$ cat config.mk
export PLATFORM = sky130hd
export DESIGN_NAME = bx_erase_responder
export DESIGN_NICKNAME = d
export VERILOG_FILES = /design/src/rtl/bx_erase_pkg.sv /design/src/rtl/bx_body_check.sv /design/src/rtl/bx_ack_tx.sv /design/src/rtl/bx_seq.sv /design/src/rtl/bx_erase_responder.sv
export SDC_FILE = /design/constraint.sdc
export NUM_CORES = 1
export LEC_CHECK = 0
export ABC_CLOCK_PERIOD_IN_PS = 3300
export BUFFER_PORTS_ARGS = -buffer_cell sky130_fd_sc_hd__buf_4
export CORE_MARGIN = 3
export CORE_UTILIZATION = 57
export CTS_CLUSTER_DIAMETER = 40
export CTS_CLUSTER_SIZE = 40
export DETAILED_ROUTE_END_ITERATION = 7
export HOLD_SLACK_MARGIN = 0.05
export PLACE_DENSITY = 0.79
export SLEW_MARGIN = 10
export SYNTH_ARGS = -nofsm -noshare
export SYNTH_HDL_FRONTEND = slang
export SYNTH_HIERARCHICAL = 1
export SYNTH_SLANG_ARGS = --single-unit
$ cat constraint.sdc
create_clock -name clk -period 3.3 [get_ports clk]
set_input_delay 0.495 -clock clk [delete_from_list [all_inputs] [get_ports clk]]
set_output_delay 0.495 -clock clk [all_outputs]
set_load 0.05 [all_outputs]
$ cat src/rtl/bx_erase_pkg.sv
// Package: shared codes and state encoding for the chip-erase responder.
// Assumes 8-bit serial bytes.
package bx_erase_pkg;
    localparam logic [7:0] ACK_OK       = 8'h40;
    localparam logic [7:0] ACK_BAD      = 8'h41;
    localparam logic [7:0] ACK_COMM     = 8'h48;
    localparam logic [7:0] EN_CODE      = 8'h54;
    localparam logic [7:0] EN_COMM      = 8'h58;
    localparam logic [3:0] EN_REJ_LO    = 4'h1;
    localparam logic [7:0] END_OK       = 8'h4F;
    localparam logic [7:0] END_FAIL     = 8'h4C;

    typedef enum logic [2:0] {
        ST_CMD,    // waiting for an operation command
        ST_BODY,   // collecting password and checksum bytes
        ST_EN,     // waiting for the erase-enable byte
        ST_ACK,    // acknowledge pending on the transmit port
        ST_ERASE   // erase request outstanding
    } seq_state_t;
endpackage

$ cat src/rtl/bx_body_check.sv
// Module: bx_body_check
// Counts the body bytes and keeps a running 8-bit sum and a sticky receive
// error over them. It shows the totals including the byte being taken, so the
// sequencer can decide in the cycle the last byte arrives.
// Assumes take is high for exactly one cycle per accepted body byte and that
// clr comes with each accepted command byte.
module bx_body_check #(
    parameter int BODY_LEN = 13
) (
    input  logic       clk,
    input  logic       rst_n,
    input  logic       clr,
    input  logic       take,
    input  logic [7:0] byte_in,
    input  logic       err_in,
    output logic       last,
    output logic [7:0] sum_total,
    output logic       err_total
);
    localparam int CNT_W = (BODY_LEN > 1) ? $clog2(BODY_LEN) : 1;
    localparam logic [CNT_W-1:0] LAST_IDX = CNT_W'(BODY_LEN - 1);

    logic [CNT_W-1:0] cnt_q;
    logic [7:0]       sum_q;
    logic             err_q;

    // Combined totals including the byte currently presented.
    always_comb begin
        sum_total = sum_q + byte_in;
        err_total = err_q | err_in;
        last      = take && (cnt_q == LAST_IDX);
    end

    // Byte counter, running sum and sticky error over one body.
    always_ff @(posedge clk) begin
        if (!rst_n || clr) begin
            cnt_q <= '0;
            sum_q <= '0;
            err_q <= 1'b0;
        end else if (take) begin
            cnt_q <= (cnt_q == LAST_IDX) ? '0 : cnt_q + 1'b1;
            sum_q <= sum_total;
            err_q <= err_total;
        end
    end

    // The counter never passes the last body index (R4/R5 framing).
    assert_cnt_range_R5: assert property (@(posedge clk) disable iff (!rst_n)
        cnt_q <= LAST_IDX);
endmodule

$ cat src/rtl/bx_ack_tx.sv
// Module: bx_ack_tx
// Single-entry holding register for acknowledge bytes with valid/ready output.
// Assumes load is issued only while the register is empty.
module bx_ack_tx (
    input  logic       clk,
    input  logic       rst_n,
    input  logic       load,
    input  logic [7:0] load_data,
    input  logic       tx_ready,
    output logic       tx_valid,
    output logic [7:0] tx_data,
    output logic       sent
);
    assign sent = tx_valid && tx_ready;

    // Hold the byte until the transmitter takes it.
    always_ff @(posedge clk) begin
        if (!rst_n) begin
            tx_valid <= 1'b0;
            tx_data  <= '0;
        end else if (load) begin
            tx_valid <= 1'b1;
            tx_data  <= load_data;
        end else if (sent) begin
            tx_valid <= 1'b0;
        end
    end

    // A waiting byte is held unchanged until tx_ready.
    assert_hold_tx_R12: assert property (@(posedge clk) disable iff (!rst_n)
        (tx_valid && !tx_ready) |=> (tx_valid && $stable(tx_data)));

    // No new byte is loaded over one still waiting.
    assert_no_overwrite_R13: assert property (@(posedge clk) disable iff (!rst_n)
        load |-> !tx_valid);
endmodule

$ cat src/rtl/bx_seq.sv
// Module: bx_seq
// Protocol sequencer: command echo, body verdict, enable check, erase
// request and end code. Every acknowledge passes through ST_ACK, which
// returns to a stored state once the byte is taken.
// Assumes erase_done pulses only while erase_req is high.
module bx_seq
    import bx_erase_pkg::*;
(
    input  logic       clk,
    input  logic       rst_n,
    input  logic       rx_valid,
    input  logic [7:0] rx_data,
    input  logic       rx_err,
    input  logic       pw_required,
    input  logic       pw_ok,
    input  logic       body_last,
    input  logic [7:0] body_sum,
    input  logic       body_err,
    input  logic       ack_sent,
    input  logic       erase_done,
    input  logic       erase_err,
    output logic       body_clr,
    output logic       body_take,
    output logic       ack_load,
    output logic [7:0] ack_data,
    output logic       erase_req
);
    seq_state_t state_q, state_d, ret_q, ret_d;
    logic [3:0] cmd_hi_q;
    logic       take;

    assign take      = rx_valid && (state_q == ST_CMD || state_q == ST_BODY || state_q == ST_EN);
    assign body_clr  = rx_valid && (state_q == ST_CMD);
    assign body_take = rx_valid && (state_q == ST_BODY);
    assign erase_req = (state_q == ST_ERASE);

    // Next-state and acknowledge selection.
    always_comb begin
        state_d  = state_q;
        ret_d    = ret_q;
        ack_load = 1'b0;
        ack_data = 8'h00;
        case (state_q)
            ST_CMD: if (take) begin
                ack_load = 1'b1;
                ack_data = rx_data;
                ret_d    = ST_BODY;
                state_d  = ST_ACK;
            end
            ST_BODY: if (body_last) begin
                ack_load = 1'b1;
                state_d  = ST_ACK;
                if (!pw_required)        ack_data = ACK_OK;
                else if (body_err)       ack_data = ACK_COMM;
                else if (body_sum != 0)  ack_data = ACK_BAD;
                else if (!pw_ok)         ack_data = ACK_BAD;
                else                     ack_data = ACK_OK;
                ret_d = (ack_data == ACK_OK) ? ST_EN : ST_CMD;
            end
            ST_EN: if (take) begin
                ack_load = 1'b1;
                state_d  = ST_ACK;
                if (rx_err) begin
                    ack_data = EN_COMM;
                    ret_d    = ST_CMD;
                end else if (rx_data == EN_CODE) begin
                    ack_data = EN_CODE;
                    ret_d    = ST_ERASE;
                end else begin
                    ack_data = {cmd_hi_q, EN_REJ_LO};
                    ret_d    = ST_CMD;
                end
            end
            ST_ACK: if (ack_sent) state_d = ret_q;
            ST_ERASE: if (erase_done) begin
                ack_load = 1'b1;
                ack_data = erase_err ? END_FAIL : END_OK;
                ret_d    = ST_CMD;
                state_d  = ST_ACK;
            end
            default: state_d = ST_CMD;
        endcase
    end

    // State, return state and command nibble registers.
    always_ff @(posedge clk) begin
        if (!rst_n) begin
            state_q  <= ST_CMD;
            ret_q    <= ST_CMD;
            cmd_hi_q <= '0;
        end else begin
            state_q <= state_d;
            ret_q   <= ret_d;
            if (body_clr) cmd_hi_q <= rx_data[7:4];
        end
    end

    // The request stays up until the controller reports completion.
    assert_req_hold_R11: assert property (@(posedge clk) disable iff (!rst_n)
        (erase_req && !erase_done) |=> erase_req);

    // Completion arrives only while a request is outstanding.
    assert_done_in_req_R11: assert property (@(posedge clk) disable iff (!rst_n)
        erase_done |-> erase_req);

    // No acknowledge is loaded while an erase is in progress except its end code.
    assert_ack_only_end_R13: assert property (@(posedge clk) disable iff (!rst_n)
        (ack_load && erase_req) |-> erase_done);
endmodule

$ cat src/rtl/bx_erase_responder.sv
// Module: bx_erase_responder (top)
// Chip-erase responder for a serial boot loader. It joins the body checker,
// the sequencer and the acknowledge holding register.
// Assumes single-cycle rx_valid pulses and single-cycle erase_done pulses.
module bx_erase_responder #(
    parameter int BODY_LEN = 13
) (
    input  logic       clk,
    input  logic       rst_n,
    input  logic       rx_valid,
    input  logic [7:0] rx_data,
    input  logic       rx_err,
    input  logic       pw_required,
    input  logic       pw_ok,
    output logic       tx_valid,
    output logic [7:0] tx_data,
    input  logic       tx_ready,
    output logic       erase_req,
    input  logic       erase_done,
    input  logic       erase_err
);
    logic       body_clr, body_take, body_last, body_err;
    logic [7:0] body_sum;
    logic       ack_load, ack_sent;
    logic [7:0] ack_data;

    bx_body_check #(.BODY_LEN(BODY_LEN)) u_body (
        .clk(clk), .rst_n(rst_n), .clr(body_clr), .take(body_take),
        .byte_in(rx_data), .err_in(rx_err), .last(body_last),
        .sum_total(body_sum), .err_total(body_err)
    );

    bx_seq u_seq (
        .clk(clk), .rst_n(rst_n), .rx_valid(rx_valid), .rx_data(rx_data),
        .rx_err(rx_err), .pw_required(pw_required), .pw_ok(pw_ok),
        .body_last(body_last), .body_sum(body_sum), .body_err(body_err),
        .ack_sent(ack_sent), .erase_done(erase_done), .erase_err(erase_err),
        .body_clr(body_clr), .body_take(body_take), .ack_load(ack_load),
        .ack_data(ack_data), .erase_req(erase_req)
    );

    bx_ack_tx u_tx (
        .clk(clk), .rst_n(rst_n), .load(ack_load), .load_data(ack_data),
        .tx_ready(tx_ready), .tx_valid(tx_valid), .tx_data(tx_data),
        .sent(ack_sent)
    );

    // The erase request starts only after the 0x54 echo has been taken.
    assert_req_after_echo_R9: assert property (@(posedge clk) disable iff (!rst_n)
        $rose(erase_req) |-> (!tx_valid && tx_data == 8'h54));

    // Request and a waiting acknowledge never overlap.
    assert_req_tx_excl_R13: assert property (@(posedge clk) disable iff (!rst_n)
        !(erase_req && tx_valid));
endmodule

Yosys cells after proc, flatten, opt, wreduce, memory -nomap -nowiden
Index checks and enable logic that the tools add are counted.

Word-level logic and storage cells: 74. Output and inout bits: 10. Register bits after elaboration: 32.

Reduce and logical (&&, ||, !) cells: 16. Muxes and demuxes: 34. Add/subtract/negate cells: 2. Eq/ne operators: 13. Bitwise logic cells: 1.

Operator list (number): $mux 8 (11); $pmux 8 s4 (1); $mux 3 (10); $pmux 3 s4 (2); $eq 8x7->1 const B (2); $add 8x8->8 (1); $ne 2x1->1 const B (4); $reduce_bool 8->1 (1); $eq 3x2->1 const B (2); $mux 1 (6); $logic_and 1x1->1 (5); $reduce_and 5->1 (1); $add 4x1->4 const B (1); $eq 4x4->1 const B (1); $mux 2 (2); $mux 4 (1); $ne 2x2->1 const B (2); $reduce_and 4->1 (1); $reduce_bool 4->1 (1); $eq 3x1->1 const B (1); $eq 3x3->1 const B (1); $logic_not 3->1 (1); $logic_or 1x1->1 (3); $pmux 1 s3 (1); other kinds (4) (4).

Longest topological paths before layout
Gate-level depths: netlist of the first run.

Depth after elaboration: 11. Gate-level depth with buffers: 13. Depth with buffers taken out: 13.

Hierarchy
Netlist of the first run, hierarchy kept.

Modules (own cells, without submodules): bx_body_check (area each 893.4 um2, cells each 105, instances 1); bx_seq (area each 754.5 um2, cells each 94, instances 1); bx_ack_tx (area each 341.6 um2, cells each 29, instances 1).

Worst setup path before layout of the first run
No wires, ideal clock.

Path type: input to register. From: input port rx_data[0]. To: register u_tx.tx_data[0]. Setup slack: 0.717 ns. Required time: 3.183 ns. Data arrival time: 2.466 ns. Stages on the path: 13. Cell sequence: ha_1 > inv_1 > fa_1 > nor2b_1 > o21ai_0 > a21boi_0 > nor2_1 > nor4_1 > nand4b_1 > nand4b_1 > o211ai_1 > mux2i_1 > nor2b_1.

Cells in the longest elaborated chain, start to end: 9.

Ends and longest elaborated chain: start, declared (RTL line bx_erase_responder.sv:11) `input logic [7:0] rx_data,`; $add 8x8->8 (RTL line bx_body_check.sv:29) `sum_total = sum_q + byte_in;`; net body_sum[4] (RTL line bx_erase_responder.sv:23) `logic [7:0] body_sum;`; $reduce_bool 8->1 (RTL line bx_seq.sv:55) `else if (body_sum != 0) ack_data = ACK_BAD;`; $mux 8 (RTL line bx_seq.sv:55); $mux 8 (RTL line bx_seq.sv:54) `else if (body_err) ack_data = ACK_COMM;`; $mux 8 (RTL line bx_seq.sv:53) `if (!pw_required) ack_data = ACK_OK;`; $mux 8 (RTL line bx_seq.sv:50) `ST_BODY: if (body_last) begin`; $mux 8 (RTL line bx_seq.sv:43) `case (state_q)`; $mux 8 (RTL line bx_seq.sv:50); $pmux 8 s4 (RTL line bx_seq.sv:43); net ack_data[0] (RTL line bx_erase_responder.sv:25) `logic [7:0] ack_data;`; end signal, assigned (RTL line bx_ack_tx.sv:23) `tx_data <= load_data;`; end, declared (RTL line bx_ack_tx.sv:11) `output logic [7:0] tx_data,`.

The timed path passes the listed nets, and every way through them passes these cells. The select of a mux whose other input is x is not followed. A chain may end at the register's enable or synchronous reset.

Worst setup path after layout of the first run
From: register u_body.sum_q[0]. To: register u_tx.tx_data[0].

Cells in the longest elaborated chain, start to end: 9.

Ends and longest elaborated chain: start, declared (RTL line bx_body_check.sv:24) `logic [7:0] sum_q;`; start signal, assigned (RTL line bx_body_check.sv:42) `sum_q <= sum_total;`; $add 8x8->8 (RTL line bx_body_check.sv:29); net body_sum[4] (RTL line bx_erase_responder.sv:23); $reduce_bool 8->1 (RTL line bx_seq.sv:55); $mux 8 (RTL line bx_seq.sv:55); $mux 8 (RTL line bx_seq.sv:54); $mux 8 (RTL line bx_seq.sv:53); $mux 8 (RTL line bx_seq.sv:50); $mux 8 (RTL line bx_seq.sv:43); $mux 8 (RTL line bx_seq.sv:50); $pmux 8 s4 (RTL line bx_seq.sv:43); net ack_data[0] (RTL line bx_erase_responder.sv:25).

The timed path passes the listed nets, and every way through them passes these cells. The select of a mux whose other input is x is not followed.

==> results of run 1 <==
==> logic make-up after synthesis <==
group	share of synthesized area
XOR/XNOR	0.0308
adder cells (fa/ha/maj)	0.0667
AND/OR/NAND/NOR	0.269
buffers and inverters	0.0478
multiplexers	0.0906
AO/OA/AOI/OAI	0.174
flip-flops	0.322
==> sequential cells by signal, indices dropped and copies added, names as in the netlist <==
| register | count |
|---|---|
| u_seq/cmd_hi_q | 4 |
| u_seq/state_q | 3 |
| u_body/err_q | 1 |
| u_tx/tx_data | 8 |
| u_seq/ret_q | 3 |
| u_tx/tx_valid | 1 |
| u_body/sum_q | 8 |
| u_body/cnt_q | 4 |
==> layer usage <==
layer | track usage | vias up | part of all wire
met4 | 0.0855 | 0 | 0.023
met3 | 0.0433 | 11 | 0.054
li1 | - | 877 | -
met2 | 0.370 | 46 | 0.47
met5 | 0 | - | 0
met1 | 0.291 | 843 | 0.46
==> cell type report <==
cell class,count,share of cell area
Inverter,13,0.0214
Clock inverter,1,0.00329
Multi-Input combinational cell,176,0.550
Timing Repair Buffer,29,0.0956
Clock buffer,7,0.0242
Sequential cell,32,0.281
Tap cell,44,0.0242
==> worst min path at each step <==
| stage | startpoint | end | slack [ns] | cells after the start |
|---|---|---|---|---|
| 3_3_place_gp | u_seq/ret_q[2] | u_seq/ret_q[2] | 0.44 | 2 |
| 6_report | rx_err | u_body/err_q | 0.44 | 3 |
| 4_1_cts | rx_err | u_body/err_q | 0.43 | 3 |
| 5_1_grt | rx_err | u_body/err_q | 0.44 | 3 |
| 2_1_floorplan | u_body/err_q | u_body/err_q | 0.43 | 2 |
| 3_5_place_dp | u_seq/ret_q[1] | u_seq/ret_q[1] | 0.45 | 2 |
==> per-stage QoR <==
| step | instances | hold WS [ns] | setup slack (ns) |
|---|---|---|---|
| 2_1_floorplan | 228 | 0.429 | 0.717 |
| 3_3_place_gp | 294 | 0.444 | 0.464 |
| 3_5_place_dp | 294 | 0.450 | 0.296 |
| 4_1_cts | 302 | 0.429 | 0.541 |
| 5_1_grt | 302 | 0.445 | 0.229 |
| 6_report | 302 | 0.444 | 0.526 |
==> layout by cell type, fill, tap and decap left out, types with 2 or more instances in the layout <==
cell type	n
a211oi_1	2
a21boi_1	2
a21o_1	2
a21oi_1	11
a32oi_1	3
and2_1	3
and3_1	2
buf_4	29
clkbuf_4	5
dfxtp_1	32
ha_1	9
inv_1	12
mux2i_1	18
nand2_1	9
nand2b_1	5
nand3_1	5
nand4b_1	3
nor2_1	24
nor2b_1	16
nor3_1	6
nor4_1	2
o211ai_1	7
o21a_1	2
o21ai_0	7
o21ai_1	2
o31ai_1	2
xnor2_1	6
==> worst max-delay path, delay by kind of cell, from the launching register on <==
family / cells / cell delay (ns)
AND/OR/NAND/NOR: 6 / 0.83
flip-flops: 1 / 0.35
multiplexers: 1 / 0.15
adder cells (fa/ha/maj): 2 / 0.61
AO/OA/AOI/OAI: 3 / 0.65
buffers and inverters: 1 / 0.07
==> power by group through the flow <==
| stage | sequential (mW) | combinational (mW) | clock [mW] |
|---|---|---|---|
| 3_5_place_dp | 0.421 | 0.177 | 0 |
| 2_1_floorplan | 0.431 | 0.112 | 0 |
| 4_1_cts | 0.412 | 0.177 | 0.248 |
| 5_1_grt | 0.415 | 0.198 | 0.259 |
| 6_report | 0.412 | 0.178 | 0.243 |
| 3_3_place_gp | 0.420 | 0.174 | 0 |
==> impl_metrics.csv, run 1 <==
group,metric,value,unit
layout,final_cell_area,2280,um2
power,powerDensity,366,nW/um2
logic_synthesis,async_reset_ff_frac,0,
sta,hold_viol_final,0,
power,ir_worst_vdd,0.217,mV
logic_synthesis,syn_nets,255,
sta,finalSetupViolCount,0,
global_routing,antenna_found_initial,0,
power,netSwitchingFraction,0.302,
power,power.share.clock,0.291,
drt,drt_wl_total,4.41,mm
setup_path,worst_setup_path_start_kind,"register",
setup_path,worstSetupPathType,"reg2reg",
placed_design,gp_congestion,0.884,
drt,post_drt_wl_per_cell,14.6,um
logic_synthesis,synth.area.top_cells,"dfxtp_1 32%, mux2i_1 9.1%, ha_1 5.7%",
setup_path,ff2ff_path_depth,13,
clocking,cts_sinks,32,
sta,tns,0,ns
sta,worst_pin_slew,0.563,ns
clocking,htreeDepth,2,
sta,slew_headroom,0.624,
drt,first_pass_iters,4,
setup_path,crit_end,"u_tx/tx_data[0]",
clocking,cts_resized,0,
setup_path,path_cells,"ha_1 -> inv_1 -> fa_1 -> nor2b_1 -> o21ai_0 -> a21boi_0 -> nor2_1 -> nor4_1 -> nand4b_1 -> nand4b_1 -> o211ai_1 -> mux2i_1 -> nor2b_1",
drt,viasPerCell,5.88,
sta,period_share,0.841,
global_routing,grt_max_degree,22,
power,combPwrFrac,0.214,
setup_path,cp.required,3.54,ns
clocking,cts_buffers,5,
sta,slew_violations,0,
setup_path,rr_endpoint,"u_tx/tx_data[0]",
drt,post-route-drc-count,0,
power,p_int,581,uW
global_routing,grt_pass1_vias,1655,
setup_path,crit_fanout,4,
logic_synthesis,synth_most_common_cell,"dfxtp_1",
placed_design,io_buffers,26,
clocking,clk_latency,0.34,ns
placed_design,placed_area,2220,um2
clocking,post_cts_buffers,0,
logic_synthesis,synth_edf_count,0,
logic_synthesis,netlist_area,1990,um2
drt,drt_iter0_drc,106,
logic_synthesis,ys_ff_latch,32,
logic_synthesis,yosysUniqueCellTypes,57,
hold_path,holdCritPathClass,"in2reg",
setup_path,slowest_delay,0.45,ns
logic_synthesis,synth.largest_area_cell,"dfxtp_1",
clocking,cts-root-buf,"clkbuf_4",
sta,period_needed,2.77,ns
clocking,clk_path_buf_depth,2,
logic_synthesis,post_synth.cell_area_avg,8.73,um2
floorplanning,fp.dieW,65.1,um
sta,fin_skew,0.0112,ns
setup_path,worstReg2RegStart,"u_body/sum_q[0]",
layout,utilization,0.717,
power,seqPwrFrac,0.495,
layout,area_delta_synth_final,14.5,%
logic_synthesis,synth_common_cells,"32 x dfxtp_1, 24 x nor2_1, 18 x mux2i_1",
floorplanning,start_util,0.626,
layout,drive_above_1_share,0.174,
placed_design,hpwl,3.32,mm
clocking,clkTransAtPathRegs,0.11,ns
floorplanning,fp.dieH,65.1,um
outcome,status,"finished clean",
power,power.switching,252,uW
logic_synthesis,ys.flop_type,"dfxtp_1",
sta,max_freq,360,MHz
clocking,tritoncts,"done",
logic_synthesis,ys_seq_area_frac,0.322,
setup_path,end_kind,"register",
drt,ant_nets,0,
drt,vias,1777,
power,power,833,uW
layout,insertedDiodeCount,0,
floorplanning,design.die.area,4230,um2
floorplanning,ios,27,
run,maxCapViolCount,0,
layout,nets,284,
setup_path,critPathLaunch,"u_body/sum_q[0]",
floorplanning,num_rows,20,
layout,fill_cells,263,
sta,rsz0062_at_grt,"no",
global_routing,grt.overflow.total,0,
logic_synthesis,synth_cells,228,
layout,multi_input_area,1250,um2
layout,regArea,641,um2
power,p_leak,0.914,nW
setup_path,ff2ff_setup_slack,0.53,ns
floorplanning,core-area,3180,um2
setup_path,cp.arrival,3.02,ns
logic_synthesis,synth_top_area_frac,0.322,
setup_path,slowest_stage,"a21boi_0",
logic_synthesis,ys.warnings.count,6,
global_routing,grt.total_usage,0.225,
global_routing,grt_pass1_wl,7.49,mm
clocking,holdBufCountCts,0,
Note: power is estimated with default switching activity, not from simulation.
==> inputs of run 2 (changes only) <==
--- a/config.mk
+++ b/config.mk
@@ -5,15 +5,16 @@
 export SDC_FILE = /design/constraint.sdc
 export NUM_CORES = 1
 export LEC_CHECK = 0
-export ABC_CLOCK_PERIOD_IN_PS = 3300
+export ABC_AREA = 1
+export ABC_CLOCK_PERIOD_IN_PS = 2300
 export BUFFER_PORTS_ARGS = -buffer_cell sky130_fd_sc_hd__buf_4
 export CORE_MARGIN = 3
-export CORE_UTILIZATION = 57
+export CORE_UTILIZATION = 51
 export CTS_CLUSTER_DIAMETER = 40
 export CTS_CLUSTER_SIZE = 40
 export DETAILED_ROUTE_END_ITERATION = 7
 export HOLD_SLACK_MARGIN = 0.05
-export PLACE_DENSITY = 0.79
+export PLACE_DENSITY = 0.75
 export SLEW_MARGIN = 10
 export SYNTH_ARGS = -nofsm -noshare
 export SYNTH_HDL_FRONTEND = slang
==> constraint.sdc (replaced) <==
create_clock -name clk -period 2.3 [get_ports clk]
set_input_delay 0.345 -clock clk [delete_from_list [all_inputs] [get_ports clk]]
set_output_delay 0.345 -clock clk [all_outputs]
set_load 0.05 [all_outputs]
==> impl_metrics.csv, run 2 <==
group,metric,value,unit
logic_synthesis,synth_fa_ha_area_frac,0.0675,
layout,fin_cells,386,
sta,fin_skew,0.00975,ns
sta,max_freq,479,MHz
power,p_leak,1.20,nW
clocking,cts-root-buf,"clkbuf_8",
outcome,status,"finished clean",
floorplanning,fp.dieH,68.1,um
floorplanning,fp.dieW,68.1,um
global_routing,grt.total_usage,0.225,
setup_path,worstReg2RegStart,"u_seq/state_q[2]",
logic_synthesis,async_reset_ff_frac,0,
logic_synthesis,syn_nets,333,
drt,post-route-drc-count,0,
drt,post_drt_wl_per_cell,11.9,um
clocking,holdBufCountCts,0,
setup_path,ff2ff_path_depth,10,
layout,area_delta_synth_final,18.7,%
logic_synthesis,synthSimpleGateAreaFrac,0.373,
logic_synthesis,synth.area.top_cells,"dfxtp_1 33%, nand2_1 14%, nor2_1 11%",
floorplanning,core-area,3520,um2
drt,viasPerCell,5.01,
logic_synthesis,ys.flop_type,"dfxtp_1",
logic_synthesis,synth_top_family_by_area,"simple AND/OR/NAND/NOR gates",
logic_synthesis,synth_compound_area_frac,0.112,
placed_design,io_buffers,26,
logic_synthesis,synth.largest_area_cell,"dfxtp_1",
clocking,cts_buffers,5,
placed_design,gp_congestion,0.844,
sta,slew_headroom,0.725,
hold_path,hold_start,"rx_err",
logic_synthesis,synth_common_cells,"73 x nand2_1, 56 x nor2_1, 43 x inv_1",
clocking,clk_path_buf_depth,2,
floorplanning,design.die.area,4630,um2
global_routing,grt.overflow.total,0,
global_routing,grt_max_degree,16,
floorplanning,start_util,0.558,
logic_synthesis,synth_most_common_cell,"nand2_1",
hold_path,holdCritPathClass,"in2reg",
hold_path,hold_end,"u_body/err_q",
setup_path,cp.arrival,2.26,ns
setup_path,cp.required,2.47,ns
layout,utilization,0.662,
layout,insertedDiodeCount,0,
sta,slew_violations,0,
clocking,clkTransAtPathRegs,0.07,ns
layout,layout_commonest_cell,"nand2_1",
clocking,cts_sinks,32,
sta,period_needed,2.09,ns
global_routing,grt_pass1_wl,7.71,mm
drt,vias,1934,
setup_path,worst_setup_path_start_kind,"register",
sta,rsz0062_at_grt,"no",
setup_path,ff2ff_setup_slack,0.21,ns
floorplanning,ios,27,
setup_path,crit_fanout,13,
logic_synthesis,muxShareOfSynthArea,0,
logic_synthesis,ys_ff_latch,32,
floorplanning,num_rows,21,
logic_synthesis,ys_seq_area_frac,0.326,
logic_synthesis,synth_cells,306,
logic_synthesis,synth_xor_xnor_area_share,0.0268,
power,ir_worst_vdd,0.400,mV
clocking,clk_latency,0.28,ns
setup_path,worstSetupPathType,"reg2reg",
sta,period_share,0.908,
run,maxCapViolCount,0,
clocking,tritoncts,"done",
placed_design,hpwl,3.63,mm
setup_path,critPathLaunch,"u_seq/state_q[2]",
global_routing,antenna_found_initial,0,
sta,hold_viol_final,0,
drt,drt_iter0_drc,140,
layout,drive_above_1_share,0.153,
global_routing,grt_pass1_vias,1769,
layout,nets,367,
drt,drt_wl_total,4.58,mm
layout,layout_common_cells,"73 x nand2_1, 56 x nor2_1, 43 x inv_1",
clocking,htreeDepth,2,
sta,worst_pin_slew,0.408,ns
power,powerDensity,613,nW/um2
sta,finalSetupViolCount,0,
layout,fill_cells,334,
logic_synthesis,ys.warnings.count,6,
layout,reg.largest.list,"u_body/sum_q (8), u_tx/tx_data (8)",
setup_path,end_kind,"register",
setup_path,rr_endpoint,"u_tx/tx_data[1]",
placed_design,place_inst,379,
logic_synthesis,synth_edf_count,0,
logic_synthesis,netlist_area,1960,um2
drt,ant_nets,0,
logic_synthesis,post_synth.cell_area_avg,6.42,um2
drt,first_pass_iters,4,
hold_path,worst_hold_path.num_cells,3,
logic_synthesis,yosysUniqueCellTypes,30,
sta,tns,0,ns
logic_synthesis,synth_top_area_frac,0.326,
==> run 2: changes by cell type after synthesis, sizes merged, moves of 15 or more <==
cell   previous run  this run
inv              13        47
nand2             9        74
nand3             5        20
nor2b            16         0
nor2             24        60
mux2i            18         0
==> run 2: logic make-up (layout without fill, tap and decap cells) <==
kind of cell	after synthesis	in the layout
flops	32	32
fa+ha+maj	10	10
compound gates	41	41
buf+inv	49	83
xor+xnor	6	6
simple gates	168	168
==> run 2: worst max-delay path, stage by stage, from the launching register on <==
cell,delay [ns]
dfxtp_1,0.40
nor2_1,0.29
nand2_1,0.11
nor2_1,0.14
inv_1,0.08
nor2_1,0.21
nand3_2,0.16
nand3_2,0.25
inv_2,0.15
nor2_1,0.14
nor2_1,0.06
==> run 2: metrics by stage <==
step / cell area (um2) / setup WS [ns] / hold slack (ns) / power [mW]
finish: 2330 / 0.211 / 0.310 / 1.43
global route: 2330 / 0.0192 / 0.330 / 1.52
CTS: 2330 / 0.193 / 0.304 / 1.44
detailed placement: 2230 / 0.0637 / 0.449 / 0.978
global placement: 2230 / 0.142 / 0.446 / 0.974
floorplan: 1960 / 0.347 / 0.429 / 0.870
==> run 2: what timing repair did <==
item                                    4_1_cts  5_1_grt
resized for setup                             0        2
buffers inserted                              0        0
endpoints found under the setup margin        0        1
==> run 2: worst max path at each step <==
stage | end | slack (ns) | cells after the start
after floorplan | u_tx/tx_data[0] | 0.35 | 17
after global placement | u_tx/tx_data[0] | 0.14 | 18
after detailed placement | u_tx/tx_data[0] | 0.06 | 18
after CTS | u_tx/tx_data[0] | 0.19 | 17
after global routing | u_tx/tx_data[7] | 0.02 | 10
final | u_tx/tx_data[1] | 0.21 | 10
==> run 2: area by class of cell <==
class,count,area [um2],share of cell area
Sequential cell,32,641,0.275
Clock buffer,7,96.3,0.0413
Multi-Input combinational cell,225,1140,0.490
Tap cell,46,57.6,0.0247
Inverter,47,176,0.0757
Timing Repair Buffer,29,218,0.0934
==> run 2: layer usage <==
layer  vias to the layer above  global-route usage  part of all wire
met4                         0              0.0744             0.010
met3                         5              0.0624             0.051
met5                         -                   0                 0
met1                       860               0.302              0.49
met2                        40               0.348              0.45
li1                       1029                   -                 -
==> run 2: power breakdown <==
part | leakage, nW | switching, mW | internal [mW]
Sequential | 0.262 | 0.0237 | 0.591
Clock | 0.0503 | 0.195 | 0.266
Combinational | 0.886 | 0.225 | 0.129
Total | 1.20 | 0.444 | 0.986
